===== src/rtl/carrier_defer_pkg.sv =====
package carrier_defer_pkg;
  typedef enum logic [2:0] {
    ST_BUSY = 3'd0,
    ST_GAP1 = 3'd1,
    ST_GAP2 = 3'd2,
    ST_GAPF = 3'd3,
    ST_DONE = 3'd4
  } dfr_state_e;

  localparam logic [2:0] ST_CODE_MAX = 3'd4;
endpackage


===== src/rtl/cd_sync.sv =====
module cd_sync #(
  parameter int STAGES = 2
) (
  input  logic clk_i,
  input  logic rst_ni,
  input  logic d_i,
  output logic q_o
);
  logic [STAGES-1:0] pipe_q;

  generate
    if (STAGES == 1) begin : g_one
      always_ff @(posedge clk_i or negedge rst_ni) begin
        if (!rst_ni) pipe_q <= '0;
        else         pipe_q <= d_i;
      end
    end else begin : g_many
      always_ff @(posedge clk_i or negedge rst_ni) begin
        if (!rst_ni) pipe_q <= '0;
        else         pipe_q <= {pipe_q[STAGES-2:0], d_i};
      end
    end
  endgenerate

  assign q_o = pipe_q[STAGES-1];
endmodule


===== src/rtl/cd_timer.sv =====
module cd_timer #(
  parameter int CNT_W = 10
) (
  input  logic             clk_i,
  input  logic             rst_ni,
  input  logic             clr_i,
  input  logic [CNT_W-1:0] limit_i,
  output logic             hit_o
);
  logic [CNT_W-1:0] cnt_q;

  // hit on the last cycle of a phase; wraps to zero for the next phase
  assign hit_o = (cnt_q == limit_i - 1'b1);

  always_ff @(posedge clk_i or negedge rst_ni) begin
    if (!rst_ni)    cnt_q <= '0;
    else if (clr_i) cnt_q <= '0;
    else if (hit_o) cnt_q <= '0;
    else            cnt_q <= cnt_q + 1'b1;
  end
endmodule


===== src/rtl/cd_fsm.sv =====
module cd_fsm
  import carrier_defer_pkg::*;
(
  input  logic       clk_i,
  input  logic       rst_ni,
  input  logic       crs_s_i,
  input  logic       dfr_dis_i,
  input  logic       entry_vld_i,
  input  dfr_state_e entry_st_i,
  input  logic       hit_i,
  output dfr_state_e state_o,
  output logic       tmr_clr_o
);
  dfr_state_e state_q, state_d;

  always_comb begin
    state_d = state_q;
    if (entry_vld_i) begin
      state_d = entry_st_i;
    end else begin
      unique case (state_q)
        ST_BUSY: if (!crs_s_i) state_d = dfr_dis_i ? ST_GAPF : ST_GAP1;
        ST_GAP1: begin
          if (crs_s_i)    state_d = ST_BUSY;
          else if (hit_i) state_d = ST_GAP2;
        end
        ST_GAP2: if (hit_i) state_d = ST_DONE;
        ST_GAPF: if (hit_i) state_d = ST_DONE;
        ST_DONE: if (crs_s_i) state_d = ST_BUSY;
        default: state_d = ST_DONE;
      endcase
    end
  end

  always_ff @(posedge clk_i or negedge rst_ni) begin
    if (!rst_ni) state_q <= ST_DONE;
    else         state_q <= state_d;
  end

  // timer idles outside timed states and restarts on any entry
  assign tmr_clr_o = entry_vld_i || (state_q == ST_BUSY) || (state_q == ST_DONE);
  assign state_o   = state_q;
endmodule


===== src/rtl/carrier_defer.sv =====
module carrier_defer
  import carrier_defer_pkg::*;
#(
  parameter int CYC_PER_BIT = 10,
  parameter int BITS_PH1    = 64,
  parameter int BITS_PH2    = 32,
  parameter int SYNC_STAGES = 2
) (
  input  logic       clk_i,
  input  logic       rst_ni,
  input  logic       crs_i,
  input  logic       dfr_dis_i,
  input  logic       enter_i,
  input  logic [2:0] enter_state_i,
  output logic       ifg_done_o
);
  localparam int CYC_PH1 = BITS_PH1 * CYC_PER_BIT;
  localparam int CYC_PH2 = BITS_PH2 * CYC_PER_BIT;
  localparam int CYC_FIX = CYC_PH1 + CYC_PH2;
  localparam int CNT_W   = $clog2(CYC_FIX + 1);

  logic             crs_s;
  logic             entry_vld;
  dfr_state_e       entry_st;
  dfr_state_e       state_q;
  logic             tmr_clr;
  logic             tmr_hit;
  logic [CNT_W-1:0] tmr_limit;

  cd_sync #(.STAGES(SYNC_STAGES)) u_sync (
    .clk_i (clk_i),
    .rst_ni(rst_ni),
    .d_i   (crs_i),
    .q_o   (crs_s)
  );

  assign entry_vld = enter_i && (enter_state_i <= ST_CODE_MAX);
  assign entry_st  = dfr_state_e'(enter_state_i);

  always_comb begin
    unique case (state_q)
      ST_GAP1: tmr_limit = CNT_W'(CYC_PH1);
      ST_GAP2: tmr_limit = CNT_W'(CYC_PH2);
      default: tmr_limit = CNT_W'(CYC_FIX);
    endcase
  end

  cd_timer #(.CNT_W(CNT_W)) u_timer (
    .clk_i  (clk_i),
    .rst_ni (rst_ni),
    .clr_i  (tmr_clr),
    .limit_i(tmr_limit),
    .hit_o  (tmr_hit)
  );

  cd_fsm u_fsm (
    .clk_i      (clk_i),
    .rst_ni     (rst_ni),
    .crs_s_i    (crs_s),
    .dfr_dis_i  (dfr_dis_i),
    .entry_vld_i(entry_vld),
    .entry_st_i (entry_st),
    .hit_i      (tmr_hit),
    .state_o    (state_q),
    .tmr_clr_o  (tmr_clr)
  );

  assign ifg_done_o = (state_q == ST_DONE);
endmodule


===== config.mk =====
export PLATFORM = sky130hd
export DESIGN_NAME = carrier_defer
export DESIGN_NICKNAME = d
export VERILOG_FILES = /design/src/rtl/carrier_defer_pkg.sv /design/src/rtl/cd_sync.sv /design/src/rtl/cd_timer.sv /design/src/rtl/cd_fsm.sv /design/src/rtl/carrier_defer.sv
export SDC_FILE = /design/constraint.sdc
export NUM_CORES = 1
export LEC_CHECK = 0
export CAP_MARGIN = 20
export CORE_ASPECT_RATIO = 0.75
export CORE_MARGIN = 2
export CORE_UTILIZATION = 52
export DETAILED_ROUTE_END_ITERATION = 8
export PLACE_DENSITY = 0.82
export SYNTH_ARGS = -nofsm -noshare
export SYNTH_HDL_FRONTEND = slang
export SYNTH_HIERARCHICAL = 1
export SYNTH_SLANG_ARGS = --single-unit

===== constraint.sdc =====
create_clock -name clk_i -period 3.25 [get_ports clk_i]
set_clock_uncertainty 0.15 [all_clocks]
set_input_delay 0.4875 -clock clk_i [delete_from_list [all_inputs] [get_ports clk_i]]
set_output_delay 0.4875 -clock clk_i [all_outputs]
set_load 0.03 [all_outputs]

==> impl_metrics.yaml <==
cts:
  root_buffer: "clkbuf_4"
  ctsHoldBuffers: 0
  cts_tree: "yes"
  h-tree-depth: 1
  cts.sinks: 15
  insertion_delay_ps: 280
  path_clk_slew_ps: 90
  cts.path.max_buffers: 2
  cts_buffers: 3
power:
  p_sw_w: 0.000233
  p_comb_share_pct: 38.6
  vdd_drop_max_mv: 0.473
  switching_share_pct: 38.2
  p_clk_share_pct: 17.2
  leakagePower_nw: 0.561
  p_int_w: 0.000377
  seq_power_share_pct: 44.3
  total_power_w: 0.000611
  powerDensity_nw_per_um2: 451
hold_path:
  min_to: "u_sync/pipe_q[1]$_DFF_PN0_"
  hold_depth: 0
  min_from: "u_sync/pipe_q[0]$_DFF_PN0_"
  hp-class: "reg2reg"
yosys:
  syn_area_per_cell_um2: 8.98
  synth_area_leaders: "dfrtp_1, xnor2_1, xor2_1, a21oi_1, nand2_1"
  async_reset_ff_share_pct: 100
  yosys_warnings: 6
  synth.distinct_cells: 41
  synth-seq-cells: 15
  ys_seq_area_share_pct: 34.1
  synth_edf_count: 0
  synth_top_area_share_pct: 31.7
  synth_cells: 123
  synthFlopType: "dfrtp_1"
  syn_area_um2: 1100
  synth_top_area_cell: "dfrtp_1"
global_routing:
  grt_max_degree: 16
  gr-total-overflow: 0
  grt_pass1_vias: 878
  antenna_found_initial: 0
  track_usage_pct: 19.7
  grt_pass1_wl_um: 3800
detailed_routing:
  wl_per_cell_um: 12.3
  wl_um: 2280
  ant_nets: 0
  via_count: 954
  drcViolationCount: 0
  via_per_inst: 5.16
  firstDrtPassIters: 4
  drt_iter0_markers: 70
timing:
  fmax_ghz: 0.327
  fin_crit_sh_pct: 94.1
  setup_viol: 0
  tightest_slew_ps: 687
  rsz0062_at_grt: "no"
  finalMaxSlewViolations: 0
  fin_crit_ps: 3060
  slew_headroom_pct: 54.0
  finalHoldViolCount: 0
  setup_tns_ps: 0
critical_path:
  path_class: "reg2reg"
  r2r-end: "u_fsm/state_o[1]$_DFFE_PN0P_"
  r2r-start: "u_fsm/state_o[2]$_DFFE_PN1P_"
  path_max_fanout: 10
  cp.required_ps: 3300
  r2r_setup_slack_ps: 190
  cp-start-kind: "flop"
  reg2reg_depth: 8
  cp_data_arrival_time_ps: 3100
  critPathCaptureType: "flop"
floorplan:
  die_x_um: 57.2
  die_y_um: 43.9
  core_area_um2: 2010
  ios: 9
  start_util_pct: 54.8
  num_rows: 14
  die-area_um2: 2510
placement:
  place.port_buffers: 8
  dp_hpwl_um: 1790
  dp_cells: 181
  gp_congestion: 0.787
layout:
  finalNonFillerCells: 185
  diodes: 0
  drive_above_1_share_pct: 9.32
  synthToLayoutAreaGrowth_pct: 22.4
  utilization_pct: 67.1
  final_nets: 172
  fillers: 163
status:
  status: "completed"
flow_run:
  maxCapViolCount: 0
layer usage:
metal | vias up | track usage, % | share of wire [%]
met3 | 2 | 5.37 | 2.5
met1 | 434 | 26.2 | 48
met4 | 0 | 2.79 | 0.79
li1 | 503 | - | -
met5 | - | 0 | 0
met2 | 15 | 33.3 | 48
kinds of logic after synthesis:
family,synth area share [%]
AND/OR/NAND/NOR,25.7
other,0.339
multiplexers,0.906
AO/OA/AOI/OAI,19.4
flip-flops,34.1
buffers and inverters,3.06
XOR/XNOR,14.3
adder cells (fa/ha/maj),2.26
cells in the mapped netlist (all sizes together), types with 2 or more instances:
cell type  count
xnor2         11
ha             2
nand4          2
nor3b          2
and4           2
xor2           7
nand2         11
inv            4
clkbuf         2
dfrtp         14
a21oi         12
nor2           6
a221oi         2
nand3b         2
or4            3
nand3          6
nor4           3
o21ai          4
nand2b         6
nor3           2
state kept, by name (all words and copies together) (netlist names):
register / count
u_fsm/state_o: 3
u_sync/pipe_q: 2
u_timer/cnt_q: 10
how the worst max path moves through the flow:
stage                                       from                           end  slack [ps]  depth (start not counted)
finish              u_fsm/state_o[2]$_DFFE_PN1P_  u_fsm/state_o[1]$_DFFE_PN0P_         190                          8
global route        u_fsm/state_o[1]$_DFFE_PN0P_  u_fsm/state_o[1]$_DFFE_PN0P_          50                          9
CTS                 u_fsm/state_o[1]$_DFFE_PN0P_  u_fsm/state_o[1]$_DFFE_PN0P_         130                          9
detailed placement  u_fsm/state_o[1]$_DFFE_PN0P_  u_fsm/state_o[1]$_DFFE_PN0P_         160                          9
global placement    u_fsm/state_o[1]$_DFFE_PN0P_  u_fsm/state_o[1]$_DFFE_PN0P_         340                          8
floorplan           u_fsm/state_o[1]$_DFFE_PN0P_  u_fsm/state_o[1]$_DFFE_PN0P_         360                          7
metrics by stage:
stage	hold WS, ps	setup WS, ps	cell area [um^2]
after CTS	230	134	1340
after floorplan	41.9	361	1210
final	220	193	1350
after global routing	252	47.6	1350
after detailed placement	195	161	1310
after global placement	185	338	1310
timing repair:
action                                  in CTS  in global routing
endpoints found under the setup margin       0                  1
setup buffers                                0                  0
endpoints found under the hold margin        0                  0
gates resized for setup                      0                  2
critical path, cell delays in order (launching register included):
cell	delay, ps
dfstp_2	410
or3b_1	520
xor2_1	230
a2111oi_0	370
nor2_1	170
a221oi_2	390
mux2i_1	130
or4_1	420
o221ai_2	180
cell type report:
type / count / area [um^2] / share of cell area [%]
multi-input combinational: 128 / 808 / 59.8
sequential: 15 / 377 / 27.8
timing repair buffer: 10 / 95.1 / 7.03
tap: 24 / 30.0 / 2.22
clock buffer: 3 / 22.5 / 1.67
inverter: 4 / 15.0 / 1.11
clock inverter: 1 / 5.00 / 0.370
power groups by stage:
stage	Sequential [W]	Combinational (W)	Clock (W)
floorplan	0.000257	0.000184	0
global route	0.000276	0.000262	0.000118
CTS	0.000270	0.000230	0.000109
detailed placement	0.000274	0.000228	0
finish	0.000270	0.000236	0.000105
global placement	0.000270	0.000218	0
cells in the final DEF (no fill, tap or decap), types with 3 or more instances in the layout:
cell type / netlist / layout
clkdlybuf4s50_1: 0 / 8
nor2_1: 6 / 6
xor2_1: 7 / 7
nand2_1: 11 / 11
nand2b_1: 6 / 6
nand3_1: 6 / 6
dfrtp_1: 14 / 14
a21oi_1: 12 / 12
inv_1: 4 / 4
xnor2_1: 11 / 11
o21ai_0: 4 / 4
clkbuf_4: 0 / 3
conb_1: 1 / 28
Power figures use the tool's default switching activity.
